<file path="src/rtl/cwg_pkg.sv">
package cwg_pkg;
  typedef enum logic {
    POL_NEG = 1'b0,
    POL_POS = 1'b1
  } pol_e;
endpackage

</file>
<file path="src/rtl/cwg_line_track.sv">
module cwg_line_track #(
  parameter int LINE_W = 11
) (
  input  logic              clk,
  input  logic              rst_ni,
  input  logic              hs_rise_i,
  input  logic              vs_rise_i,
  output logic [LINE_W-1:0] line_cnt_o,
  output logic [LINE_W-1:0] frame_len_o,
  output logic              len_valid_o
);
  localparam logic [LINE_W-1:0] CNT_MAX = '1;

  logic [LINE_W-1:0] cnt_q, cnt_d, len_q;
  logic              started_q, started_d, valid_q, valid_d, len_en;

  always_comb begin
    cnt_d = cnt_q;
    if (vs_rise_i)                         cnt_d = '0;
    else if (hs_rise_i && cnt_q != CNT_MAX) cnt_d = cnt_q + 1'b1;
    len_en    = vs_rise_i & started_q;
    started_d = started_q | vs_rise_i;
    valid_d   = valid_q | len_en;
  end

  always_ff @(posedge clk or negedge rst_ni) begin
    if (!rst_ni) begin
      cnt_q     <= '0;
      started_q <= 1'b0;
      valid_q   <= 1'b0;
    end else begin
      cnt_q     <= cnt_d;
      started_q <= started_d;
      valid_q   <= valid_d;
    end
  end

  always_ff @(posedge clk or negedge rst_ni) begin
    if (!rst_ni)     len_q <= '0;
    else if (len_en) len_q <= cnt_q;
  end

  assign line_cnt_o  = cnt_q;
  assign frame_len_o = len_q;
  assign len_valid_o = valid_q;

  // the held length only moves on a vertical rising edge
  p_len_hold_r2: assert property (@(posedge clk) disable iff (!rst_ni)
    !vs_rise_i |=> $stable(len_q));
  // once measured, a frame length stays valid
  p_valid_sticky_r2: assert property (@(posedge clk) disable iff (!rst_ni)
    valid_q |=> valid_q);
endmodule

</file>
<file path="src/rtl/cwg_pol_detect.sv">
module cwg_pol_detect
  import cwg_pkg::*;
#(
  parameter int WIN_W = 8
) (
  input  logic clk,
  input  logic rst_ni,
  input  logic level_i,
  output pol_e pol_o
);
  localparam logic [WIN_W+1:0] WIN_LEN = (WIN_W+2)'(1) << WIN_W;

  logic [WIN_W-1:0] win_q, win_d;
  logic [WIN_W:0]   hi_q, hi_d, hi_sum;
  logic [WIN_W+1:0] hi_dbl;
  logic             win_end;
  pol_e             det_q, det_d;

  always_comb begin
    win_end = &win_q;
    win_d   = win_q + 1'b1;
    hi_sum  = hi_q + {{WIN_W{1'b0}}, level_i};
    hi_dbl  = {hi_sum, 1'b0};
    hi_d    = win_end ? '0 : hi_sum;
    det_d   = det_q;
    if (win_end) begin
      if (hi_dbl < WIN_LEN)      det_d = POL_POS;
      else if (hi_dbl > WIN_LEN) det_d = POL_NEG;
    end
  end

  always_ff @(posedge clk or negedge rst_ni) begin
    if (!rst_ni) begin
      win_q <= '0;
      hi_q  <= '0;
      det_q <= POL_POS;
    end else begin
      win_q <= win_d;
      hi_q  <= hi_d;
      det_q <= det_d;
    end
  end

  assign pol_o = det_q;

  // the status only changes at the end of a window
  p_det_hold_r7: assert property (@(posedge clk) disable iff (!rst_ni)
    !win_end |=> $stable(det_q));
endmodule

</file>
<file path="src/rtl/cwg_post_window.sv">
module cwg_post_window #(
  parameter int CNT_W = 8
) (
  input  logic             clk,
  input  logic             rst_ni,
  input  logic             hs_rise_i,
  input  logic             vs_fall_i,
  input  logic [CNT_W-1:0] post_lines_i,
  output logic             post_act_o
);
  logic [CNT_W-1:0] cnt_q, cnt_d;

  always_comb begin
    cnt_d = cnt_q;
    if (vs_fall_i)                    cnt_d = post_lines_i;
    else if (hs_rise_i && cnt_q != 0) cnt_d = cnt_q - 1'b1;
  end

  always_ff @(posedge clk or negedge rst_ni) begin
    if (!rst_ni) cnt_q <= '0;
    else         cnt_q <= cnt_d;
  end

  assign post_act_o = vs_fall_i ? (post_lines_i != '0) : (cnt_q != '0);

  // the vertical fall loads the late-window length
  p_post_load_r5: assert property (@(posedge clk) disable iff (!rst_ni)
    vs_fall_i |=> cnt_q == $past(post_lines_i));
  // one step down per horizontal edge outside a vertical fall
  p_post_step_r5: assert property (@(posedge clk) disable iff (!rst_ni)
    (hs_rise_i && !vs_fall_i && cnt_q != '0) |=> cnt_q == $past(cnt_q) - 1'b1);
endmodule

</file>
<file path="src/rtl/coast_window_gen.sv">
module coast_window_gen
  import cwg_pkg::*;
#(
  parameter int LINE_W = 11,
  parameter int SET_W  = 8,
  parameter int WIN_W  = 8
) (
  input  logic             clk,
  input  logic             rst_n,
  input  logic             hsync_i,
  input  logic             vsync_i,
  input  logic             coast_ext_i,
  input  logic [SET_W-1:0] pre_lines_i,
  input  logic [SET_W-1:0] post_lines_i,
  input  logic             pol_force_i,
  input  logic             pol_user_i,
  output logic             coast_o,
  output logic             coast_pol_det_o
);
  localparam int SUM_W = ((LINE_W > SET_W) ? LINE_W : SET_W) + 1;

  logic              rst_m_q, rst_s_q;
  logic              hs_q, vs_q, hs_rise, vs_rise, vs_fall;
  logic [LINE_W-1:0] line_cnt, frame_len;
  logic              len_valid, pre_act, post_act, ext_act, ext_pol, coast_d, coast_q;
  logic [SUM_W-1:0]  reach;
  pol_e              det_pol;

  // reset: asserted at once, released through two flops
  always_ff @(posedge clk or negedge rst_n) begin
    if (!rst_n) begin
      rst_m_q <= 1'b0;
      rst_s_q <= 1'b0;
    end else begin
      rst_m_q <= 1'b1;
      rst_s_q <= rst_m_q;
    end
  end

  always_ff @(posedge clk or negedge rst_s_q) begin
    if (!rst_s_q) begin
      hs_q <= 1'b0;
      vs_q <= 1'b0;
    end else begin
      hs_q <= hsync_i;
      vs_q <= vsync_i;
    end
  end

  assign hs_rise = hsync_i & ~hs_q;
  assign vs_rise = vsync_i & ~vs_q;
  assign vs_fall = ~vsync_i & vs_q;

  cwg_line_track #(.LINE_W(LINE_W)) u_line (
    .clk        (clk),
    .rst_ni     (rst_s_q),
    .hs_rise_i  (hs_rise),
    .vs_rise_i  (vs_rise),
    .line_cnt_o (line_cnt),
    .frame_len_o(frame_len),
    .len_valid_o(len_valid)
  );

  cwg_post_window #(.CNT_W(SET_W)) u_post (
    .clk         (clk),
    .rst_ni      (rst_s_q),
    .hs_rise_i   (hs_rise),
    .vs_fall_i   (vs_fall),
    .post_lines_i(post_lines_i),
    .post_act_o  (post_act)
  );

  cwg_pol_detect #(.WIN_W(WIN_W)) u_pol (
    .clk    (clk),
    .rst_ni (rst_s_q),
    .level_i(coast_ext_i),
    .pol_o  (det_pol)
  );

  always_comb begin
    reach   = SUM_W'(line_cnt) + SUM_W'(pre_lines_i);
    pre_act = len_valid && (pre_lines_i != '0) && (reach >= SUM_W'(frame_len));
    ext_pol = pol_force_i ? pol_user_i : (det_pol == POL_POS);
    ext_act = (coast_ext_i == ext_pol);
    coast_d = vsync_i | pre_act | post_act | ext_act;
  end

  always_ff @(posedge clk or negedge rst_s_q) begin
    if (!rst_s_q) coast_q <= 1'b0;
    else          coast_q <= coast_d;
  end

  assign coast_o         = coast_q;
  assign coast_pol_det_o = (det_pol == POL_POS);

  // vertical sync always coasts
  p_vsync_coast_r3: assert property (@(posedge clk) disable iff (!rst_s_q)
    vsync_i |=> coast_o);
  // a forced active-high external request always coasts
  p_ext_forced_r6: assert property (@(posedge clk) disable iff (!rst_s_q)
    (pol_force_i && pol_user_i && coast_ext_i) |=> coast_o);
  // nothing but sync, late window and external input before measurement
  p_no_pre_unmeasured_r9: assert property (@(posedge clk) disable iff (!rst_s_q)
    (!len_valid && !vsync_i && !post_act && !ext_act) |=> !coast_o);
endmodule

</file>
<file path="config.mk">
export PLATFORM = sky130hd
export DESIGN_NAME = coast_window_gen
export DESIGN_NICKNAME = d
export VERILOG_FILES = /design/src/rtl/cwg_pkg.sv /design/src/rtl/cwg_line_track.sv /design/src/rtl/cwg_pol_detect.sv /design/src/rtl/cwg_post_window.sv /design/src/rtl/coast_window_gen.sv
export SDC_FILE = /design/constraint.sdc
export NUM_CORES = 1
export LEC_CHECK = 0
export ABC_AREA = 1
export BUFFER_PORTS_ARGS = -buffer_cell sky130_fd_sc_hd__buf_2
export CAP_MARGIN = 20
export CELL_PAD_IN_SITES_DETAIL_PLACEMENT = 0
export CELL_PAD_IN_SITES_GLOBAL_PLACEMENT = 1
export CORE_MARGIN = 2
export CORE_UTILIZATION = 41
export CTS_BUF_LIST = sky130_fd_sc_hd__clkbuf_8 sky130_fd_sc_hd__clkbuf_16
export CTS_CLUSTER_DIAMETER = 100
export DETAILED_ROUTE_END_ITERATION = 10
export PLACE_DENSITY_LB_ADDON = 0.08
export SYNTH_ARGS = -nofsm -noshare
export SYNTH_HDL_FRONTEND = slang
export SYNTH_SLANG_ARGS = --single-unit
</file>
<file path="constraint.sdc">
create_clock -name clk -period 1.5 [get_ports clk]
set_input_delay 0.15 -clock clk [delete_from_list [all_inputs] [get_ports clk]]
set_output_delay 0.15 -clock clk [all_outputs]
set_load 0.02 [all_outputs]
</file>
; After elaboration in Yosys (flattened, before gate mapping)
; Index checks and enable logic that the tools add are counted.
[classes]
add_sub_neg = 5
magnitude_cmp = 3
n_eq_ne = 2
mux = 9
bitwise = 12
n_reduce_logical = 12
[ops]
columns = operator, count
row1 = nonzero test 8 bit, 3
row2 = 2-to-1 mux 11 bit, 2
row3 = 2-to-1 mux 8 bit, 2
row4 = adder 11 x 8 -> 12 bit, 1
row5 = >= comparator 12 x 11 -> 1 bit, 1
row6 = adder 11 x 1 -> 11 bit (second input constant), 1
row7 = inequality test 11 bit (second input constant), 1
row8 = > comparator 10 x 9 -> 1 bit (second input constant), 1
row9 = < comparator 10 x 9 -> 1 bit (second input constant), 1
row10 = adder 9 x 1 -> 9 bit, 1
row11 = 2-to-1 mux 9 bit, 1
row12 = AND reduction 9 bit, 1
row13 = adder 8 x 1 -> 8 bit (second input constant), 1
row14 = AND reduction 8 bit, 1
row15 = subtractor 8 x 1 -> 8 bit (second input constant), 1
row16 = nonzero test 2 bit, 3
row17 = OR 1 bit, 5
row18 = AND 1 bit, 4
row19 = logical AND 1 bit, 4
row20 = 2-to-1 mux 1 bit, 4
row21 = inverter 1 bit, 3
row22 = == test 1 bit, 1
[totals]
reg_bits = 55
input_bits = 23
output_inout_bits = 2
elab_cells = 56

; Depth between registers and ports, before layout
[logic_depth]
word_depth = 6
ltp_mapped = 18
depth_no_buf = 18

; Cells and area by module
; Synthesis repeated with hierarchy kept, for this count alone.
[hier_totals]
hier_cells = 460
hier_area_um2 = 3612.2
[modules_own_cells]
columns = module, instances, cells_per_inst, area_each_um2
row1 = cwg_line_track, 1, 131, 1163.6
row2 = coast_window_gen, 1, 129, 899.6
row3 = cwg_pol_detect, 1, 101, 890.9
row4 = cwg_post_window, 1, 99, 658.1

; Worst setup path before layout
; Ideal clock, no wire load.
[synth_timing]
path_kind = register -> register
start = register u_line.cnt_q[2], in the netlist u_line.line_cnt_o[2]
end = register coast_q, in the netlist coast_o
setup_time_ns = 0.116
arrival_time_ns = 2.346
required_ns = 1.384
slack_ns = -0.963
path_stages_with_launch = 16
period_less_slack_ns = 2.463
path_cell_list = dfrtp_1 ha_1 a21oi_1 nand2_1 a31oi_1 o21ai_0 nand2_1 nand2_1 xor2_1 ha_1 a21oi_1 o2111ai_1 nor2_1 nand3_1 nand2_1 nand2_1
[synth_between]
elab_chain_cells = 6
[synth_rtl]
columns = element, line
row1 = start: declaration, cwg_line_track.sv:14  ; logic [LINE_W-1:0] cnt_q, cnt_d, len_q;
row2 = start signal: assignment, cwg_line_track.sv:32  ; cnt_q <= cnt_d;
row3 = adder 11 x 8 -> 12 bit, coast_window_gen.sv:81  ; reach = SUM_W'(line_cnt) + SUM_W'(pre_lines_i);
row4 = >= comparator 12 x 11 -> 1 bit, coast_window_gen.sv:82  ; pre_act = len_valid && (pre_lines_i != '0) && (reach >= SUM_W'(frame_len));
row5 = logical AND 1 bit, coast_window_gen.sv:82
row6 = OR 1 bit (3 in series), coast_window_gen.sv:85  ; coast_d = vsync_i | pre_act | post_act | ext_act;
row7 = via coast_d, coast_window_gen.sv:25  ; logic len_valid, pre_act, post_act, ext_act, ext_pol, coast_d, coast_q;
row8 = end signal: assignment, coast_window_gen.sv:90  ; else coast_q <= coast_d;
row9 = end: declaration, coast_window_gen.sv:25
; The timed path passes the listed nets, and every way through them passes these cells.
; A chain may end at the register's enable or synchronous reset.

; Worst setup path after layout
; Ends and elaborated chain as after synthesis.

==> metrics <==
outcome finished, violations left; violated checks setup timing; Die ar. 0.008596 mm2; vias in the first global route 2797; DRT Pass-1 Iters 4; Max Freq roughly 400 MHz; Initial Util 41.98%; Worst Path Required roughly 1.7 ns; HP Class input port to flop; final RePlAce weighted congestion 0.8444; cell chain of the critical path ha_4, a21oi_4, nand2_2, a31oi_4, o21ai_2, nand2_1, nand2_1, xor2_1, ha_1, a21oi_2, o2111ai_2, nor2_1, nand3_1, nand2_1, nand2_1; WL/cell 13.26 um; Yosys reg bits between 50 and 60; final worst slack -0.9771 ns; largest net degree at the start of global routing 54; Layout area overhead 39.39%; synthesized instance count 382; Die Span Y 92.72 um; Port Buffers 24; Core Box Area around 0.0077 mm2; met3 GRT Util under 10%; GR peak layer met2; CP startpoint kind flop; nets@finish 532; Post-DP Area 0.003990 mm2; Setup-failing EPs final 21; FP Rows 32; first-pass GRT wire length between 10 and 15 mm; met2 Track Usage GR between 30% and 40%; Final Instance Area about 0.0045 mm2; fraction of layout cells with a size suffix above 1 35.05%; vias per cell 4.828; DP HPWL 5.621 mm; Synth Area per Inst 8.447 um2; Place WS -0.9945 ns; area taken by multi-input logic gates 0.002001 mm2; crit end category flop; Top Ports 25; Arr. time, crit path 2.68 ns; sequential share of the synthesized area 42.69%; via count 2834; met1 GRT Util about 28%; Syn Nets 430; total track usage 19.29%; Hold Vio Cnt, Final 0; cell area after synthesis 0.003227 mm2; Max clock buf depth 2; CP Max Fanout 3; Lkg Pwr 2.077 nW; Most Frequent Cell on Critical Path nand2_1; Num Clock Sinks 55; initial antenna violation count 0; n_diodes 0; DRC 0; leading area contributor after synthesis dfrtp_1; ys async rst share 100.0%; cells taking the most area after synthesis dfrtp_1, ha_1, nand2_1, inv_1, xor2_1; most common cell in the netlist nand2_1; GR Overflow Total 0; fillers 734; Iter 0 DRT Violations 149; fin crit period around 2.5 ns; cell family with most CP delay compound AO/OA/AOI/OAI gates; area share of the largest cell type after synthesis 41.88%; VDD IR max 0.7324 mV; total clock buffers created by CTS 5; clk_skew 0.01556 ns; CTS tree built; critical path class flop to flop; RSZ-0062 raised after global routing yes; Post-synth top flop dfrtp_1; power per cell area 856.0 mW/mm2; sequential cell area 0.001379 mm2; DRT Wirelength 7.786 mm; worst skew pair latency 0.31 ns; post-synth cell types 37; CTS HTree Levels 2; die width 92.72 um; EDFF count, synth 0; Max Slew Vio Count 0; Clk pin slew, worst setup/hold paths 0.10 ns; Synth Warn # 0; antenna viol nets, final 0; Root Buffer clkbuf_8; worst path bufs/invs 0; max cap viols 0; Final Cycle Share 165.1%; CP max-delay cell dfrtp_1; most frequent cells after synthesis nand2_1, dfrtp_1, inv_1; CP peak stage delay 0.42 ns
[layer usage]
layer,vias to the layer above,wire length (um)
met5,-,0
met4,0,25
met3,2,189
met2,42,3711
met1,1323,3859
li1,1467,-
[worst min-delay path: stages]
cell      delay [ns]
buf_2           0.09
nand2_1         0.05
o211ai_1        0.08
[timing repair]
action,CTS,global route
hold endpoints to repair,4,0
buffers inserted,4,6
pin swaps,26,17
gates cloned,1,1
setup endpoints to repair,23,30
resized for setup,42,22
hold buffers,3,0
[layout by cell type, fill, tap and decap left out, drive strengths merged, types with 2 or more instances in the layout]
master / netlist / routed
nor2: 31 / 31
o21ai: 25 / 25
xnor2: 7 / 7
a21oi: 19 / 19
nor4: 5 / 5
o22ai: 3 / 3
clkbuf: 2 / 5
inv: 54 / 54
clkinvlp: 0 / 2
clkinv: 2 / 3
a31oi: 4 / 4
nor3: 10 / 10
xor2: 19 / 19
buf: 0 / 93
dfrtp: 54 / 54
dlygate4sd3: 0 / 3
nand4: 8 / 8
o211ai: 5 / 5
nand3: 23 / 23
nand2: 74 / 75
ha: 24 / 24
or2: 3 / 3
nand3b: 3 / 3
[stage by stage]
step | cells | utilization (%) | hold WS (ns) | setup TNS (ns) | total power (W)
floorplan | 382 | - | -0.1456 | -0.8627 | 0.002402
finish | 587 | 58.51 | 0.08882 | -4.436 | 0.003851
global route | 587 | 58.51 | 0.09861 | -7.011 | 0.004146
CTS | 580 | 56.46 | 0.08027 | -3.475 | 0.003797
global placement | 564 | 51.90 | -0.06518 | -5.263 | 0.002786
detailed placement | 564 | 51.90 | -0.06344 | -4.836 | 0.002806
[state kept, by name, summed over array words and instances, names as in the netlist, 8 cells and up]
name,flops
u_line.frame_len_o,11
u_line.line_cnt_o,11
u_pol.hi_q,9
u_pol.win_q,8
u_post.cnt_q,8
[where the power goes]
| part | switching (W) | internal (W) |
|---|---|---|
| Sequential | 0.000165 | 0.00165 |
| Clock | 0.000513 | 0.000327 |
| Combinational | 0.000587 | 0.000612 |
[kinds of logic (layout without fill, tap and decap cells)]
logic type / after synthesis / in the layout / share of synthesized area, %
fa+ha+maj: 25 / 25 / 9.926
mux: 1 / 1 / 0.3102
buf+inv: 58 / 160 / 6.825
xor+xnor: 26 / 26 / 7.057
flops: 55 / 55 / 42.69
other cells: 1 / 1 / 0.1162
simple gates: 157 / 158 / 22.53
compound gates: 59 / 59 / 10.55
[cell type report]
class	count	share of cell area, %
inverter	56	4.729
timing repair buffer	96	15.33
multi-input combinational	270	44.48
tap	102	2.837
clock inverter	3	0.4451
clock buffer	5	1.530
sequential	55	30.65
[path summary, 6_finish.rpt]
path                            slack, ns                    end  cells after the start                 start
worst max-delay path                -0.98                coast_o                     15  u_line.line_cnt_o[2]
worst min-delay path                 0.09        u_post.cnt_q[5]                      3       post_lines_i[5]
worst max register to register      -0.98                coast_o                     15  u_line.line_cnt_o[2]
worst min register to register       0.27  u_line.frame_len_o[3]                      1               rst_s_q
max in group asynchronous            0.95            u_pol.pol_o                      1               rst_s_q
min in group asynchronous            0.14                rst_m_q                      2                 rst_n
(Power assumes the default switching activity.)
